<file path="config.mk">
export PLATFORM = sky130hd
export DESIGN_NAME = pgw_ctrl
export DESIGN_NICKNAME = d
export VERILOG_FILES = /design/src/rtl/pgw_pkg.sv /design/src/rtl/pgw_slot_buf.sv /design/src/rtl/pgw_prog_timer.sv /design/src/rtl/pgw_ctrl.sv
export SDC_FILE = /design/constraint.sdc
export NUM_CORES = 1
export LEC_CHECK = 0
export ABC_AREA = 1
export BUFFER_PORTS_ARGS = -buffer_cell sky130_fd_sc_hd__buf_2
export CORE_MARGIN = 3
export CORE_UTILIZATION = 66
export DETAILED_ROUTE_END_ITERATION = 16
export GPL_TIMING_DRIVEN = 0
export PLACE_DENSITY_LB_ADDON = 0.1
export SKIP_LAST_GASP = 1
export SYNTH_ARGS = -nofsm -noshare
export SYNTH_HDL_FRONTEND = slang
export SYNTH_SLANG_ARGS = --single-unit
export TNS_END_PERCENT = 50
</file>
<file path="constraint.sdc">
create_clock -name clk -period 5.8 [get_ports clk]
set_clock_uncertainty 0.05 [all_clocks]
set_input_delay 0.87 -clock clk [delete_from_list [all_inputs] [get_ports clk]]
set_output_delay 0.87 -clock clk [all_outputs]
set_load 0.01 [all_outputs]
</file>
<file path="src/rtl/pgw_pkg.sv">
package pgw_pkg;
   typedef enum logic [1:0] {
      PG_IDLE = 2'd0,
      PG_FILL = 2'd1,
      PG_PROG = 2'd2
   } pg_state_t;
endpackage

</file>
<file path="src/rtl/pgw_slot_buf.sv">
module pgw_slot_buf #(
   parameter int SLOTS  = 16,
   parameter int DATA_W = 8,
   localparam int OFF_W = $clog2(SLOTS)
) (
   input  logic              clk,
   input  logic              rst_n,
   input  logic              clr,
   input  logic              wr_en,
   input  logic [OFF_W-1:0]  wr_off,
   input  logic [DATA_W-1:0] wr_data,
   input  logic [OFF_W-1:0]  rd_off,
   output logic [DATA_W-1:0] rd_data,
   output logic              rd_valid,
   output logic              any_valid
);
   logic [DATA_W-1:0] slot_q [SLOTS];
   logic [SLOTS-1:0]  mask_q;

   for (genvar s = 0; s < SLOTS; s++) begin : g_slot
      always_ff @(posedge clk or negedge rst_n) begin
         if (!rst_n) begin
            mask_q[s] <= 1'b0;
            slot_q[s] <= '0;
         end else if (clr) begin
            mask_q[s] <= 1'b0;
         end else if (wr_en && (wr_off == OFF_W'(s))) begin
            mask_q[s] <= 1'b1;
            slot_q[s] <= wr_data;
         end
      end
   end

   assign rd_data   = slot_q[rd_off];
   assign rd_valid  = mask_q[rd_off];
   assign any_valid = |mask_q;
endmodule

</file>
<file path="src/rtl/pgw_prog_timer.sv">
module pgw_prog_timer #(
   parameter int CYCLES = 500000,
   localparam int CW    = $clog2(CYCLES + 1)
) (
   input  logic clk,
   input  logic rst_n,
   input  logic load,
   output logic running,
   output logic expire
);
   logic [CW-1:0] cnt_q;
   logic          run_q;

   always_ff @(posedge clk or negedge rst_n) begin
      if (!rst_n) begin
         cnt_q <= '0;
         run_q <= 1'b0;
      end else if (load) begin
         cnt_q <= CW'(CYCLES - 1);
         run_q <= 1'b1;
      end else if (run_q) begin
         if (cnt_q == '0) run_q <= 1'b0;
         else             cnt_q <= cnt_q - 1'b1;
      end
   end

   assign running = run_q;
   assign expire  = run_q && (cnt_q == '0);
endmodule

</file>
<file path="src/rtl/pgw_ctrl.sv">
module pgw_ctrl
   import pgw_pkg::*;
#(
   parameter int ADDR_W      = 11,
   parameter int PAGE_BYTES  = 16,
   parameter int PROG_CYCLES = 500000,
   localparam int OFF_W      = $clog2(PAGE_BYTES),
   localparam int HI_W       = ADDR_W - OFF_W
) (
   input  logic              clk,
   input  logic              rst_n,
   input  logic              page_start,
   input  logic [ADDR_W-1:0] page_addr,
   input  logic              byte_stb,
   input  logic [7:0]        byte_data,
   input  logic              stop_stb,
   input  logic              wp,
   output logic              mem_we,
   output logic [ADDR_W-1:0] mem_addr,
   output logic [7:0]        mem_wdata,
   output logic              busy,
   output logic [ADDR_W-1:0] cur_addr
);
   if ((1 << OFF_W) != PAGE_BYTES) begin : g_bad_page
      $error("PAGE_BYTES must be a power of two");
   end
   if (PROG_CYCLES < PAGE_BYTES) begin : g_bad_time
      $error("PROG_CYCLES must cover one write per page slot");
   end
   if (ADDR_W <= OFF_W) begin : g_bad_addr
      $error("ADDR_W must exceed the page offset width");
   end

   pg_state_t        state_q;
   logic [HI_W-1:0]  page_q;
   logic [OFF_W-1:0] ptr_q;
   logic [OFF_W:0]   drain_q;
   logic [ADDR_W-1:0] cur_q;

   logic buf_clr, buf_wr, any_valid, rd_valid, tmr_run, tmr_expire;
   logic go_prog, fill_stop, drain_live;
   logic [7:0] rd_data;

   assign fill_stop  = (state_q == PG_FILL) && stop_stb && !page_start;
   assign buf_wr     = (state_q == PG_FILL) && byte_stb && !page_start;
   assign go_prog    = fill_stop && (any_valid || byte_stb) && !wp;
   assign buf_clr    = ((state_q != PG_PROG) && page_start)
                     || (fill_stop && !go_prog)
                     || ((state_q == PG_PROG) && tmr_expire);
   assign drain_live = (state_q == PG_PROG) && !drain_q[OFF_W];

   pgw_slot_buf #(.SLOTS(PAGE_BYTES), .DATA_W(8)) u_buf (
      .clk       (clk),
      .rst_n     (rst_n),
      .clr       (buf_clr),
      .wr_en     (buf_wr),
      .wr_off    (ptr_q),
      .wr_data   (byte_data),
      .rd_off    (drain_q[OFF_W-1:0]),
      .rd_data   (rd_data),
      .rd_valid  (rd_valid),
      .any_valid (any_valid)
   );

   pgw_prog_timer #(.CYCLES(PROG_CYCLES)) u_tmr (
      .clk     (clk),
      .rst_n   (rst_n),
      .load    (go_prog),
      .running (tmr_run),
      .expire  (tmr_expire)
   );

   always_ff @(posedge clk or negedge rst_n) begin
      if (!rst_n) begin
         state_q <= PG_IDLE;
         page_q  <= '0;
         ptr_q   <= '0;
         drain_q <= '0;
         cur_q   <= '0;
      end else begin
         unique case (state_q)
            PG_IDLE, PG_FILL: begin
               if (page_start) begin
                  page_q  <= page_addr[ADDR_W-1:OFF_W];
                  ptr_q   <= page_addr[OFF_W-1:0];
                  state_q <= PG_FILL;
               end else if (state_q == PG_FILL) begin
                  if (buf_wr) ptr_q <= ptr_q + 1'b1;
                  if (stop_stb) begin
                     state_q <= go_prog ? PG_PROG : PG_IDLE;
                     drain_q <= '0;
                  end
               end
            end
            PG_PROG: begin
               if (drain_live) drain_q <= drain_q + 1'b1;
               if (tmr_expire) begin
                  state_q <= PG_IDLE;
                  cur_q   <= {page_q, ptr_q};
               end
            end
            default: state_q <= PG_IDLE;
         endcase
      end
   end

   assign busy      = (state_q == PG_PROG) && tmr_run;
   assign mem_we    = drain_live && rd_valid;
   assign mem_addr  = {page_q, drain_q[OFF_W-1:0]};
   assign mem_wdata = rd_data;
   assign cur_addr  = cur_q;
endmodule

</file>
# [Word-level counts from Yosys, hierarchy flattened]
# Cells that the tools add are included.
[classes] n_addsub=3 magnitude_cmp=2 eq_ne=26 muxes=57 bitwise_logic=2 n_reduce_logical=83
[ops] op="$mux 19" count=3
[ops] op="$reduce_bool 2->1" count=20
[ops] op="$reduce_and 2->1" count=19
[ops] op="$mux 1" count=36
[ops] op="$bmux 8 s4" count=1
[ops] op="$eq 4x4->1 const B" count=8
[ops] op="$logic_and 1x1->1" count=29
[ops] op="$mux 5" count=4
[ops] op="$logic_not 19->1" count=1
[ops] op="$sub 19x1->19 const B" count=1
[ops] op="$eq 4x3->1 const B" count=4
[ops] op="$mux 8" count=2
[ops] op="$reduce_or 16->1" count=1
[ops] op="$ne 2x2->1 const B" count=7
[ops] op="$mux 4" count=3
[ops] op="$mux 2" count=5
[ops] op="$pmux 5 s2" count=1
[ops] op="$eq 4x2->1 const B" count=2
[ops] op="$ne 3x3->1 const B" count=2
[ops] op="$reduce_and 3->1" count=2
[ops] op="$add 5x1->5 const B" count=1
[ops] op="$ge 5x5->1 const B" count=1
[ops] op="$lt 4x5->1 const B" count=1
[ops] op="$not 4->5" count=1
[ops] op="13 further kinds" count=18
[word_totals] regBits=193 inputBits=25 output_inout_bits=32 elab_cells=212

# [Logic depth before layout (Yosys ltp)]
# Gate-level depths: netlist (run 1).
[depth] word_depth=11 mapped_depth=11 mapped_depth_nobuf=11

# [Modules after synthesis]
# Synthesis (run 1) repeated with hierarchy kept, for this count alone.
[unflattened] hier_cells=1307 area_unflattened_um2=9873.2
[by_module_without_submodules] mod="pgw_slot_buf" n_inst=1 cells_each=930 area_per_inst_um2=6914.1 seq_area_each_um2=3603.5
[by_module_without_submodules] mod="pgw_ctrl" n_inst=1 cells_each=173 area_per_inst_um2=1534.0 seq_area_each_um2=725.7
[by_module_without_submodules] mod="pgw_prog_timer" n_inst=1 cells_each=204 area_per_inst_um2=1425.1 seq_area_each_um2=500.5

# [Least setup slack after synthesis (run 1)]
# OpenSTA, ideal clock, no wires.
[synth_timing] kind="reg-to-output" startpoint="register drain_q[0]" endpoint="output mem_we" arrival_ns=1.357 t_required_ns=4.880 setup_slack_ns=3.523 stages_incl_launch_ff=9 n_path_buf=2 cell_sequence="dfrtp_1 buf_2 clkbuf_1 o21ai_0 o21ai_0 nand2_1 nand2_1 inv_1 a21oi_1"
[synth_between] elab_chain_len=3
[synth_rtl] element="start: declaration" line_no="pgw_ctrl.sv:37" text="logic [OFF_W:0] drain_q;"
[synth_rtl] element="start signal: assignment" line_no="pgw_ctrl.sv:96" text="if (drain_live) drain_q <= drain_q + 1'b1;"
[synth_rtl] element="$bmux 1 s4" line_no="pgw_slot_buf.sv:35" text="assign rd_valid = mask_q[rd_off];"
[synth_rtl] element="$mux 1 (not written as such)" line_no="pgw_slot_buf.sv:35"
[synth_rtl] element="$logic_and 1x1->1" line_no="pgw_ctrl.sv:108" text="assign mem_we = drain_live && rd_valid;"
[synth_rtl] element="end: declaration" line_no="pgw_ctrl.sv:18" text="output logic mem_we,"
# No other way between the ends. The select of a mux whose other input is x is not followed.

# [Worst setup path after layout (run 1)]
[layout_timing] startpoint="register drain_q[0]" endpoint="output mem_wdata[5]"
[layout_between] elab_chain_len=4
[layout_rtl] element="$not 4->5 (not written as such)" line_no="pgw_slot_buf.sv:34" text="assign rd_data = slot_q[rd_off];"
[layout_rtl] element="$bmux 8 s4" line_no="pgw_slot_buf.sv:34"
[layout_rtl] element="$mux 8 (not written as such) (2 in series)" line_no="pgw_slot_buf.sv:34"
[layout_rtl] element="end: declaration" line_no="pgw_ctrl.sv:20" text="output logic [7:0] mem_wdata,"
# No other way between the ends. The select of a mux whose other input is x is not followed.

==> results of run 1 <==
## cells in the final DEF (no fill, tap or decap), types with 6 or more instances in the layout
master and n:
o22ai_1 21, buf_1 11, ha_1 9, clkbuf_1 37
dfrtp_1 193, nand3_1 50, nor3_1 8, o221ai_1 8
o211ai_1 10, nand4_1 136, nand3_4 15, nor3_2 6
nand2_1 344, buf_4 6, inv_1 52, buf_6 14
a21oi_1 28, buf_2 64, nor2_1 139, o21ai_0 105
clkbuf_16 17
## per-layer routing
| layer | global-route usage [%] | wire, µm | up-vias |
|---|---|---|---|
| met4 | 22.07 | 2123 | 0 |
| met2 | 58.27 | 13920 | 625 |
| met5 | 0 | 0 | - |
| met1 | 52.29 | 12290 | 4573 |
| li1 | - | - | 4374 |
| met3 | 10.56 | 3433 | 149 |
## final cells by class
| type | instances | area [µm²] | share of cell area, % |
|---|---|---|---|
| Buffer | 86 | 473.0 | 4.202 |
| Clock buffer | 20 | 466.7 | 4.147 |
| Clock inverter | 12 | 155.1 | 1.379 |
| Inverter | 56 | 210.2 | 1.868 |
| Multi-Input combinational cell | 907 | 4589 | 40.78 |
| Sequential cell | 193 | 4830 | 42.91 |
| Tap cell | 184 | 230.2 | 2.046 |
| Timing Repair Buffer | 49 | 300.3 | 2.668 |
## power by group
group	leakage, nW	internal [W]	total (W)	switching, W
clock	0.291	0.000713	0.00124	0.000530
combinational	2.78	0.000429	0.00130	0.000875
sequential	2.59	0.00172	0.00201	0.000293
## cells by family (layout without fill, tap and decap cells)
logic type                 count (synthesis)  after routing  share of synthesized area (%)
and+or+nand+nor                          715            715                          34.06
DFF                                      193            193                          47.81
AOI/OAI and AO/OA                        175            175                          9.512
buffers and inverters                    142            223                          6.762
adders and majority gates                  9              9                          1.115
xor gates and xnor gates                   6              6                         0.5202
muxes                                      2              2                         0.2229
## metrics by stage
| step | util (%) | hold slack [ns] |
|---|---|---|
| after global placement | 71.62 | 0.3979 |
| after floorplan | - | 0.3866 |
| after detailed placement | 72.07 | 0.4040 |
| final | 76.28 | 0.3855 |
| after CTS | 76.28 | 0.4245 |
| after global routing | 76.28 | 0.4396 |
## registers in the layout, indices dropped and copies added (netlist names)
name and count:
u_tmr.running 1, drain_q 5, u_buf.mask_q 16, u_tmr.cnt_q 19
cur_addr 11, page_q 7, ptr_q 4, state_q 2
u_buf.slot_q 128
## worst max-delay path by stage
stage                     slack, ns       start  depth (start not counted)      endpoint
after floorplan                3.52  drain_q[0]                          8        mem_we
after global placement         0.64       rst_n                          1     page_q[2]
after detailed placement       2.90  drain_q[0]                          9  mem_wdata[5]
after CTS                      2.40  drain_q[0]                          9  mem_wdata[5]
after global routing           2.13  drain_q[0]                          9  mem_wdata[5]
final                          2.29  drain_q[0]                          9  mem_wdata[5]
==> implementation parameters, run 1 <==
Parameter                              Value

STA
  Slew margin rel.    36.62%
  Actual slew at the worst max-slew pin    0.9507 ns
  Final critical delay including setup and external delays    3.512 ns
  Setup violations, final    0
  Final critical-path setup slack    2.288 ns
  Post-route fraction of the period consumed by the critical path    60.55%
  F_max    284.7 MHz
  Sum of negative setup slack    0 ns
  RSZ-0062 raised after global routing    no
  Slew Limit Fails    0
  Endpoints failing hold    0

Detailed routing
  Count of TritonRoute iterations in the first routing pass    6
  Drc violations    0
  DRC marker count from the first detailed-route iteration    1402
  Average wire per cell in the routed design    21.08 µm
  Total wire length after detailed routing    31770 µm
  Average via count per standard cell    6.451
  Overall via count from detail_route    9721
  DRT antenna net count    0

Clock tree
  Number of clock buffers inserted by TritonCTS    17
  CTS sink count    193
  CTS Root Cell    clkbuf_16
  CTS Hold Bufs    0
  Number of H-tree branching levels    4
  Clock tree from TritonCTS    yes
  Clock Pin Slew Worst Setup and Hold Paths    0.06 ns
  Maximum count of clock buffers along a single path    2
  Post-cts repair resize count    0
  Count of buffers added by post-CTS timing repair for setup    0
  Clock latency reported for the late side of the worst-skew pair    0.45 ns

Layout
  Number of standard cells in the final layout excluding fillers    1507
  Share of layout cells above drive strength 1    12.09%
  Diode count    0
  Fill cell count    1088
  Final #Nets    1344
  Final standard cell area without fillers    0.01125 mm²
  Layout overhead on the synthesized area    11.41%

Power and ir drop
  Static Leak    5.664 nW
  Final total power    0.004557 W
  PwrDens    404.9 mW/mm²
  Peak supply drop    0.0003034 V

Global routing
  Pin count of the biggest net entering global routing    124
  First-pass GRT wire length    49360 µm
  Number of antenna violations at the first check in global routing    0
  Vias in the first global route    9009
  Aggregate global routing overflow    0
  Total routing resource utilization after global routing    39.13%

Placed design
  Number of I/O port buffers    47
  Global placement routability congestion    1.020
  Cell total after placement    1475
  Cell area after placement    0.01063 mm²
  Dpl hpwl    22180 µm
  Setup slack after placement    2.896 ns

Yosys
  Number of flops mapped to enable cells by yosys    0
  Cell area after synthesis    0.01010 mm²
  Flip-flop and latch count after synthesis    193
  Sequential share of the synthesized area    47.81%
  Most common flop cell mapped by yosys    dfrtp_1
  Synthesized netlist cell count    1242
  Area leader, netlist    dfrtp_1
  Fraction of synthesized cell area taken by the top area cell type    47.81%
  Post-synthesis area per instance    8.134 µm²
  Yosys synthesis warning count    0
  Distinct cell type count of the synthesized netlist    36
  Commonest cells post-synth    nand2_1 (344), dfrtp_1 (193), nor2_1 (139)
  Most used standard cell by instance count after synthesis    nand2_1
  Share of synthesized flip-flops with an asynchronous set or reset    100.0%
  Biggest area contributors in the synthesized netlist    dfrtp_1 (48%), nand2_1 (13%), nand4_1 (8.4%)
  Number of nets in the synthesized netlist    1276

Min path
  HP Class    in -> async

Setup path
  CP max stage cell    dfrtp_1
  Register-to-register setup slack    3.19 ns
  Critical Path, Cell by Cell    buf_2 -> clkbuf_1 -> nor2_1 -> nor2_1 -> o21ai_0 -> o211ai_1 -> o211ai_1 -> nand3_1 -> buf_2
  Delay-heaviest family, CP    buffers and inverters
  Crit path DAT    2.59 ns
  R2r worst-path depth    9
  Setup Crit Path Kind    reg -> out
  Endpoint of the worst-slack reg-to-reg timing path    u_buf.slot_q[109]
  Beginning of the worst register-to-register path    state_q[1]
  Kind of end point of the critical path    output port
  Delay of the slowest cell on the worst path    0.53 ns
  Maximum fanout along the worst path    10
  Required time reported for the critical path endpoint    4.88 ns
  Critical path buffers and inverters    3
  Critical Path Start Type    flip-flop

Floorplan
  Placement row count    44
  Core Box Area    0.01475 mm²
  Starting density of the core    68.47%
  Count of boundary I/O pins    57
  Die Area    0.01683 mm²
  Overall die height    129.7 µm
  Horizontal die dimension    129.7 µm

Outcome
  Result of the run    completed

Job
  Max-capacitance violation count    0
(Power assumes the default switching activity.)
==> run 2: changes to the inputs <==
--- a/config.mk
+++ b/config.mk
@@ -5,10 +5,10 @@
 export SDC_FILE = /design/constraint.sdc
 export NUM_CORES = 1
 export LEC_CHECK = 0
-export ABC_AREA = 1
+export ABC_AREA = 0
 export BUFFER_PORTS_ARGS = -buffer_cell sky130_fd_sc_hd__buf_2
 export CORE_MARGIN = 3
-export CORE_UTILIZATION = 66
+export CORE_UTILIZATION = 61
 export DETAILED_ROUTE_END_ITERATION = 16
 export GPL_TIMING_DRIVEN = 0
 export PLACE_DENSITY_LB_ADDON = 0.1
==> constraint.sdc (replaced) <==
create_clock -name clk -period 3.5 [get_ports clk]
set_clock_uncertainty 0.05 [all_clocks]
set_input_delay 0.525 -clock clk [delete_from_list [all_inputs] [get_ports clk]]
set_output_delay 0.525 -clock clk [all_outputs]
set_load 0.01 [all_outputs]
==> implementation parameters, run 2 <==
Parameter                              Value

Floorplan
  Overall die height    127.8 µm
  Starting density of the core    63.75%
  Core Box Area    0.01420 mm²
  Count of boundary I/O pins    57
  Die Area    0.01634 mm²
  Horizontal die dimension    127.8 µm
  Placement row count    43

Global routing
  Total routing resource utilization after global routing    25.84%
  Pin count of the biggest net entering global routing    118
  Number of antenna violations at the first check in global routing    0
  Vias in the first global route    6162
  Aggregate global routing overflow    0
  First-pass GRT wire length    32570 µm

Detailed routing
  Total wire length after detailed routing    19600 µm
  Average via count per standard cell    6.193
  Overall via count from detail_route    5784
  Count of TritonRoute iterations in the first routing pass    5
  Average wire per cell in the routed design    20.99 µm
  DRC marker count from the first detailed-route iteration    463
  DRT antenna net count    0
  Drc violations    0

Clock tree
  Clock tree from TritonCTS    yes
  Number of clock buffers inserted by TritonCTS    17
  Number of H-tree branching levels    4
  Count of buffers added by post-CTS timing repair for setup    0
  Clock latency reported for the late side of the worst-skew pair    0.43 ns
  Maximum count of clock buffers along a single path    2
  CTS Root Cell    clkbuf_16
  CTS sink count    193
  Post-cts repair resize count    8
  CTS Hold Bufs    0
  Clock Pin Slew Worst Setup and Hold Paths    0.07 ns

Layout
  Layout overhead on the synthesized area    13.02%
  Final #Nets    775
  Final standard cell area without fillers    0.01023 mm²
  Share of layout cells above drive strength 1    41.11%
  Number of standard cells in the final layout excluding fillers    934
  Register with the highest flop count    u_buf.slot_q
  Top library cells by usage in the layout, fill and taps aside    dfrtp_1 (193), mux2_2 (135), nand2_1 (74), buf_2 (57), mux4_2 (45)
  Most common cell after layout, fill and taps aside    dfrtp_1
  Diode count    0
  Flip-flop count of the largest register after layout    128
  Largest regs    u_buf.slot_q (128), u_tmr.cnt_q (19), u_buf.mask_q (16)

Outcome
  Result of the run    completed

Placed design
  Dpl hpwl    13750 µm
  Cell area after placement    0.009598 mm²
  Cell total after placement    902
  Number of I/O port buffers    56
  Global placement routability congestion    0.9366

Yosys
  Share of synthesized cell area in and, or, nand and nor gates    9.313%
  Post-Synth XOR/XNOR Area    0.6771%
  Most common flop cell mapped by yosys    dfrtp_1
  Post-synthesis area per instance    13.62 µm²
  Adder and majority gate portion of the synthesized area    1.244%
  Cell area after synthesis    0.009055 mm²
  Biggest area contributors in the synthesized netlist    dfrtp_1 (53%), mux2_2 (17%), mux4_2 (11%)
  Multiplexer share of the synthesized area    28.31%
  Commonest cells post-synth    dfrtp_1 (193), mux2_2 (135), nand2_1 (74)
  Dominant combinational cell family by area after synthesis    multiplexers
  Area leader, netlist    dfrtp_1
  Fraction of synthesized cell area taken by the top area cell type    53.34%
  Distinct cell type count of the synthesized netlist    50
  Synthesized netlist cell count    665
  Synthesized-area fraction occupied by ao, oa, aoi and oai cells    4.615%
  Sequential share of the synthesized area    53.34%
  Flip-flop and latch count after synthesis    193
  Share of synthesized flip-flops with an asynchronous set or reset    100.0%
  Number of flops mapped to enable cells by yosys    0
  Number of nets in the synthesized netlist    699
  Yosys synthesis warning count    0
  Most used standard cell by instance count after synthesis    dfrtp_1

STA
  Endpoints failing hold    0
  Final critical delay including setup and external delays    3.354 ns
  F_max    298.1 MHz
  Slew margin rel.    42.11%
  Post-route fraction of the period consumed by the critical path    95.84%
  Slew Limit Fails    0
  Sum of negative setup slack    0 ns
  Actual slew at the worst max-slew pin    0.8637 ns
  RSZ-0062 raised after global routing    no
  Setup violations, final    0

Job
  Max-capacitance violation count    0

Setup path
  Endpoint of the worst-slack reg-to-reg timing path    u_buf.slot_q[107]
  First element of the critical path    drain_q[0]
  Register-to-register setup slack    0.57 ns
  Critical Path Start Type    flip-flop
  Setup Crit Path Kind    reg -> out
  Crit path DAT    2.78 ns
  Maximum fanout along the worst path    10
  Required time reported for the critical path endpoint    2.92 ns
  Beginning of the worst register-to-register path    state_q[0]
  Kind of end point of the critical path    output port
  Worst Setup EP    mem_wdata[2]
  R2r worst-path depth    8

Power and ir drop
  Peak supply drop    0.0005427 V
  Static Leak    4.949 nW
  PwrDens    422.0 mW/mm²

Min path
  HP Class    in -> async
==> run 2: cells by family after synthesis <==
group | count (synthesis)
buf+inv | 48
mux | 183
fa+ha+maj | 9
flops | 193
simple gates | 156
compound gates | 69
xor+xnor | 7
==> run 2: power by group <==
part	switching (W)	internal, W	total (W)	leakage [nW]
logic	0.0000708	0.0000194	0.0000902	2.05
registers	0	0.00223	0.00223	2.60
clock network	0.000833	0.00117	0.00200	0.293
total	0.000904	0.00341	0.00432	4.95
==> run 2: worst max-delay path, cell delays in order, from the launching register on <==
cell	delay (ns)
dfrtp_1	0.51
clkdlybuf4s15_2	0.55
mux4_2	0.63
mux4_2	0.50
buf_2	0.16
==> run 2: worst min-delay path by stage <==
| stage | start | endpoint | slack (ns) | depth (start not counted) |
|---|---|---|---|---|
| 6_report | rst_n | u_buf.slot_q[102] | 0.004 | 1 |
| 5_1_grt | rst_n | u_buf.slot_q[110] | 0.03 | 1 |
| 4_1_cts | rst_n | u_buf.slot_q[102] | 0.03 | 1 |
| 3_5_place_dp | cur_addr[6] | cur_addr[6] | 0.40 | 2 |
| 3_3_place_gp | cur_addr[4] | cur_addr[4] | 0.40 | 2 |
| 2_1_floorplan | rst_n | cur_addr[0] | 0.18 | 0 |
==> run 2: layout make-up <==
type	instances	area, µm²
Buffer	36	202.7
Clock buffer	20	456.7
Clock inverter	12	157.7
Fill cell	975	3970
Inverter	12	45.04
Multi-Input combinational cell	424	3999
Sequential cell	193	4830
Tap cell	180	225.2
Timing Repair Buffer	57	317.8
==> run 2: stage by stage <==
stage          hold slack [ns]  utilization, %  worst slack [ns]  power [W]
5_1_grt                0.03443           72.05          0.003981   0.004459
2_1_floorplan           0.1794               -            0.6319   0.002288
4_1_cts                0.02935           72.02           0.06255   0.004352
3_3_place_gp            0.3960           67.31            -1.083   0.002355
6_report              0.004135           72.05            0.1455   0.004318
3_5_place_dp            0.4041           67.57         -0.004398   0.002365
==> run 2: routing by layer <==
layer  vias up  part of all wire [%]  track usage (%)
met1      3047                    46            38.14
met2       133                    49            40.45
li1       2593                     -                -
met4         0                  0.82            5.743
met3        11                   4.0            5.250
met5         -                     0                0
==> run 3: changes to the inputs <==
==> constraint.sdc (replaced) <==
create_clock -name clk -period 3.3 [get_ports clk]
set_clock_uncertainty 0.05 [all_clocks]
set_input_delay 0.495 -clock clk [delete_from_list [all_inputs] [get_ports clk]]
set_output_delay 0.495 -clock clk [all_outputs]
set_load 0.01 [all_outputs]
==> implementation parameters, run 3 (same netlist as run 2, synthesis figures left out) <==
Parameter                              Value

Power and ir drop
  PwrDens    447.7 mW/mm²
  Static Leak    4.955 nW
  Part of the total power dissipated in combinational logic    2.1%
  Peak supply drop    0.0005770 V
  Switching pwr    0.0009630 W
  Fraction of power consumed by sequential logic    51.6%
  Share of total power consumed by net switching    21.00%
  Cell Int Power    0.003622 W
  Fraction of power consumed by the clock network    46.3%
  Final total power    0.004585 W

STA
  Endpoints failing hold    0
  Sum of negative setup slack    0 ns
  Final hold slack    0.2476 ns
  F_max    315.2 MHz
  Post-route fraction of the period consumed by the critical path    96.14%
  RSZ-0062 raised after global routing    no
  Actual slew at the worst max-slew pin    0.8451 ns
  Final critical-path setup slack    0.1274 ns
  Final critical delay including setup and external delays    3.173 ns
  Slew margin rel.    43.35%
  Slew Limit Fails    0
  Setup violations, final    0

Layout
  Share of layout cells above drive strength 1    41.19%
  Layout overhead on the synthesized area    13.11%
  Register with the highest flop count    u_buf.slot_q
  Diode count    0
  Flip-flop count of the largest register after layout    128
  Final #Nets    776
  Top library cells by usage in the layout, fill and taps aside    dfrtp_1 (192), mux2_2 (135), nand2_1 (74), buf_2 (58), mux4_2 (45)
  Most common cell after layout, fill and taps aside    dfrtp_1
  Largest regs    u_buf.slot_q (128), u_tmr.cnt_q (19), u_buf.mask_q (16)

Global routing
  Total routing resource utilization after global routing    25.85%
  Vias in the first global route    6173
  Pin count of the biggest net entering global routing    118
  First-pass GRT wire length    32600 µm
  Number of antenna violations at the first check in global routing    0
  Aggregate global routing overflow    0

Setup path
  Critical Path, Cell by Cell    clkbuf_2 -> clkbuf_2 -> mux4_2 -> mux4_2 -> buf_2
  R2r worst-path depth    8
  Crit path DAT    2.63 ns
  Critical path buffers and inverters    3
  CP max stage cell    mux4_2
  Kind of end point of the critical path    output port
  Critical Path Start Type    flip-flop
  Maximum fanout along the worst path    10
  Delay of the slowest cell on the worst path    0.48 ns
  Required time reported for the critical path endpoint    2.75 ns
  Total stage count of the critical path    5
  Delay-heaviest family, CP    multiplexers
  Setup Crit Path Kind    reg -> out

Floorplan
  Core Box Area    0.01420 mm²
  Die Area    0.01634 mm²
  Count of boundary I/O pins    57
  Starting density of the core    63.75%
  Overall die height    127.8 µm
  Horizontal die dimension    127.8 µm
  Placement row count    43

Job
  Max-capacitance violation count    0

Placed design
  Dpl hpwl    13750 µm
  Number of I/O port buffers    56
  Global placement routability congestion    0.9366
  Setup slack after placement    -0.1744 ns

Clock tree
  CTS Root Cell    clkbuf_16
  Clock tree from TritonCTS    yes
  Clock Pin Slew Worst Setup and Hold Paths    0.07 ns
  Maximum count of clock buffers along a single path    2
  Number of clock buffers inserted by TritonCTS    17
  CTS sink count    193
  Clock latency reported for the late side of the worst-skew pair    0.43 ns
  Number of H-tree branching levels    4

Detailed routing
  DRC marker count from the first detailed-route iteration    472
  Drc violations    0
  DRT antenna net count    0
  Overall via count from detail_route    5764
  Average via count per standard cell    6.165
  Total wire length after detailed routing    19660 µm
  Average wire per cell in the routed design    21.02 µm
  Count of TritonRoute iterations in the first routing pass    5

Min path
  WHS Path Cells    2
  HP Class    in -> reg

Outcome
  Result of the run    completed
## run 3: cell types whose count changed in the layout (fill, tap and decap cells not counted), sizes merged
| cell | previous run | this run |
|---|---|---|
| clkdlybuf4s15 | 1 | 0 |
| dlygate4sd3 | 0 | 1 |
| buf | 69 | 71 |
| clkbuf | 43 | 42 |
## run 3: repair_timing
action                                  CTS  global route
pin swaps                                 0             0
hold buffers                              1             0
buffers inserted                          0             0
resized for setup                        13             1
hold endpoints to repair                  2             0
endpoints found under the setup margin    9             7
## run 3: layout make-up
class | count | area [µm²]
Fill cell | 976 | 3961
Multi-Input combinational cell | 424 | 3999
Timing Repair Buffer | 58 | 327.8
Inverter | 12 | 45.04
Tap cell | 180 | 225.2
Sequential cell | 193 | 4831
Clock inverter | 12 | 157.7
Clock buffer | 20 | 456.7
Buffer | 36 | 200.2
## run 3: power by group through the flow
| stage | sequential (W) | clock (W) | combinational [W] |
|---|---|---|---|
| final | 0.00236 | 0.00212 | 0.0000972 |
| after global routing | 0.00236 | 0.00226 | 0.000112 |
| after CTS | 0.00236 | 0.00215 | 0.0000996 |
| after detailed placement | 0.00241 | 0 | 0.0000985 |
| after global placement | 0.00241 | 0 | 0.0000878 |
| after floorplan | 0.00241 | 0 | 0.0000157 |
## run 3: per-layer routing
| metal | global-route usage (%) | share of wire [%] | up-vias |
|---|---|---|---|
| li1 | - | - | 2596 |
| met1 | 38.11 | 45 | 3009 |
| met2 | 40.51 | 49 | 145 |
| met3 | 5.250 | 5.1 | 14 |
| met4 | 5.743 | 0.90 | 0 |
| met5 | 0 | 0 | - |
## run 3: final timing paths
| kind | startpoint | to | slack, ns |
|---|---|---|---|
| min in group asynchronous | rst_n | u_buf.slot_q[102] | 0.58 |
| min | page_addr[10] | page_q[6] | 0.25 |
| max reg2reg | state_q[0] | u_buf.slot_q[107] | 0.38 |
| min reg2reg | cur_addr[6] | cur_addr[6] | 0.42 |
| max in group asynchronous | rst_n | drain_q[0] | 1.66 |
| max | drain_q[1] | mem_wdata[5] | 0.13 |
## run 3: worst register-to-register path: stages (launching register included)
cell	delay, ns
dfrtp_1	0.40
ha_1	0.29
and3b_1	0.25
and3_1	0.15
a22o_1	0.19
buf_4	0.18
buf_6	0.16
nor3_2	0.71
mux2_2	0.43
## run 3: per-stage QoR
step / cell area [µm²] / instances / utilization (%)
CTS: 10240 / 935 / 72.10
detailed placement: 9598 / 902 / 67.57
global route: 10240 / 935 / 72.11
finish: 10240 / 935 / 72.11
global placement: 9560 / 901 / 67.31
floorplan: 9055 / 665 / -
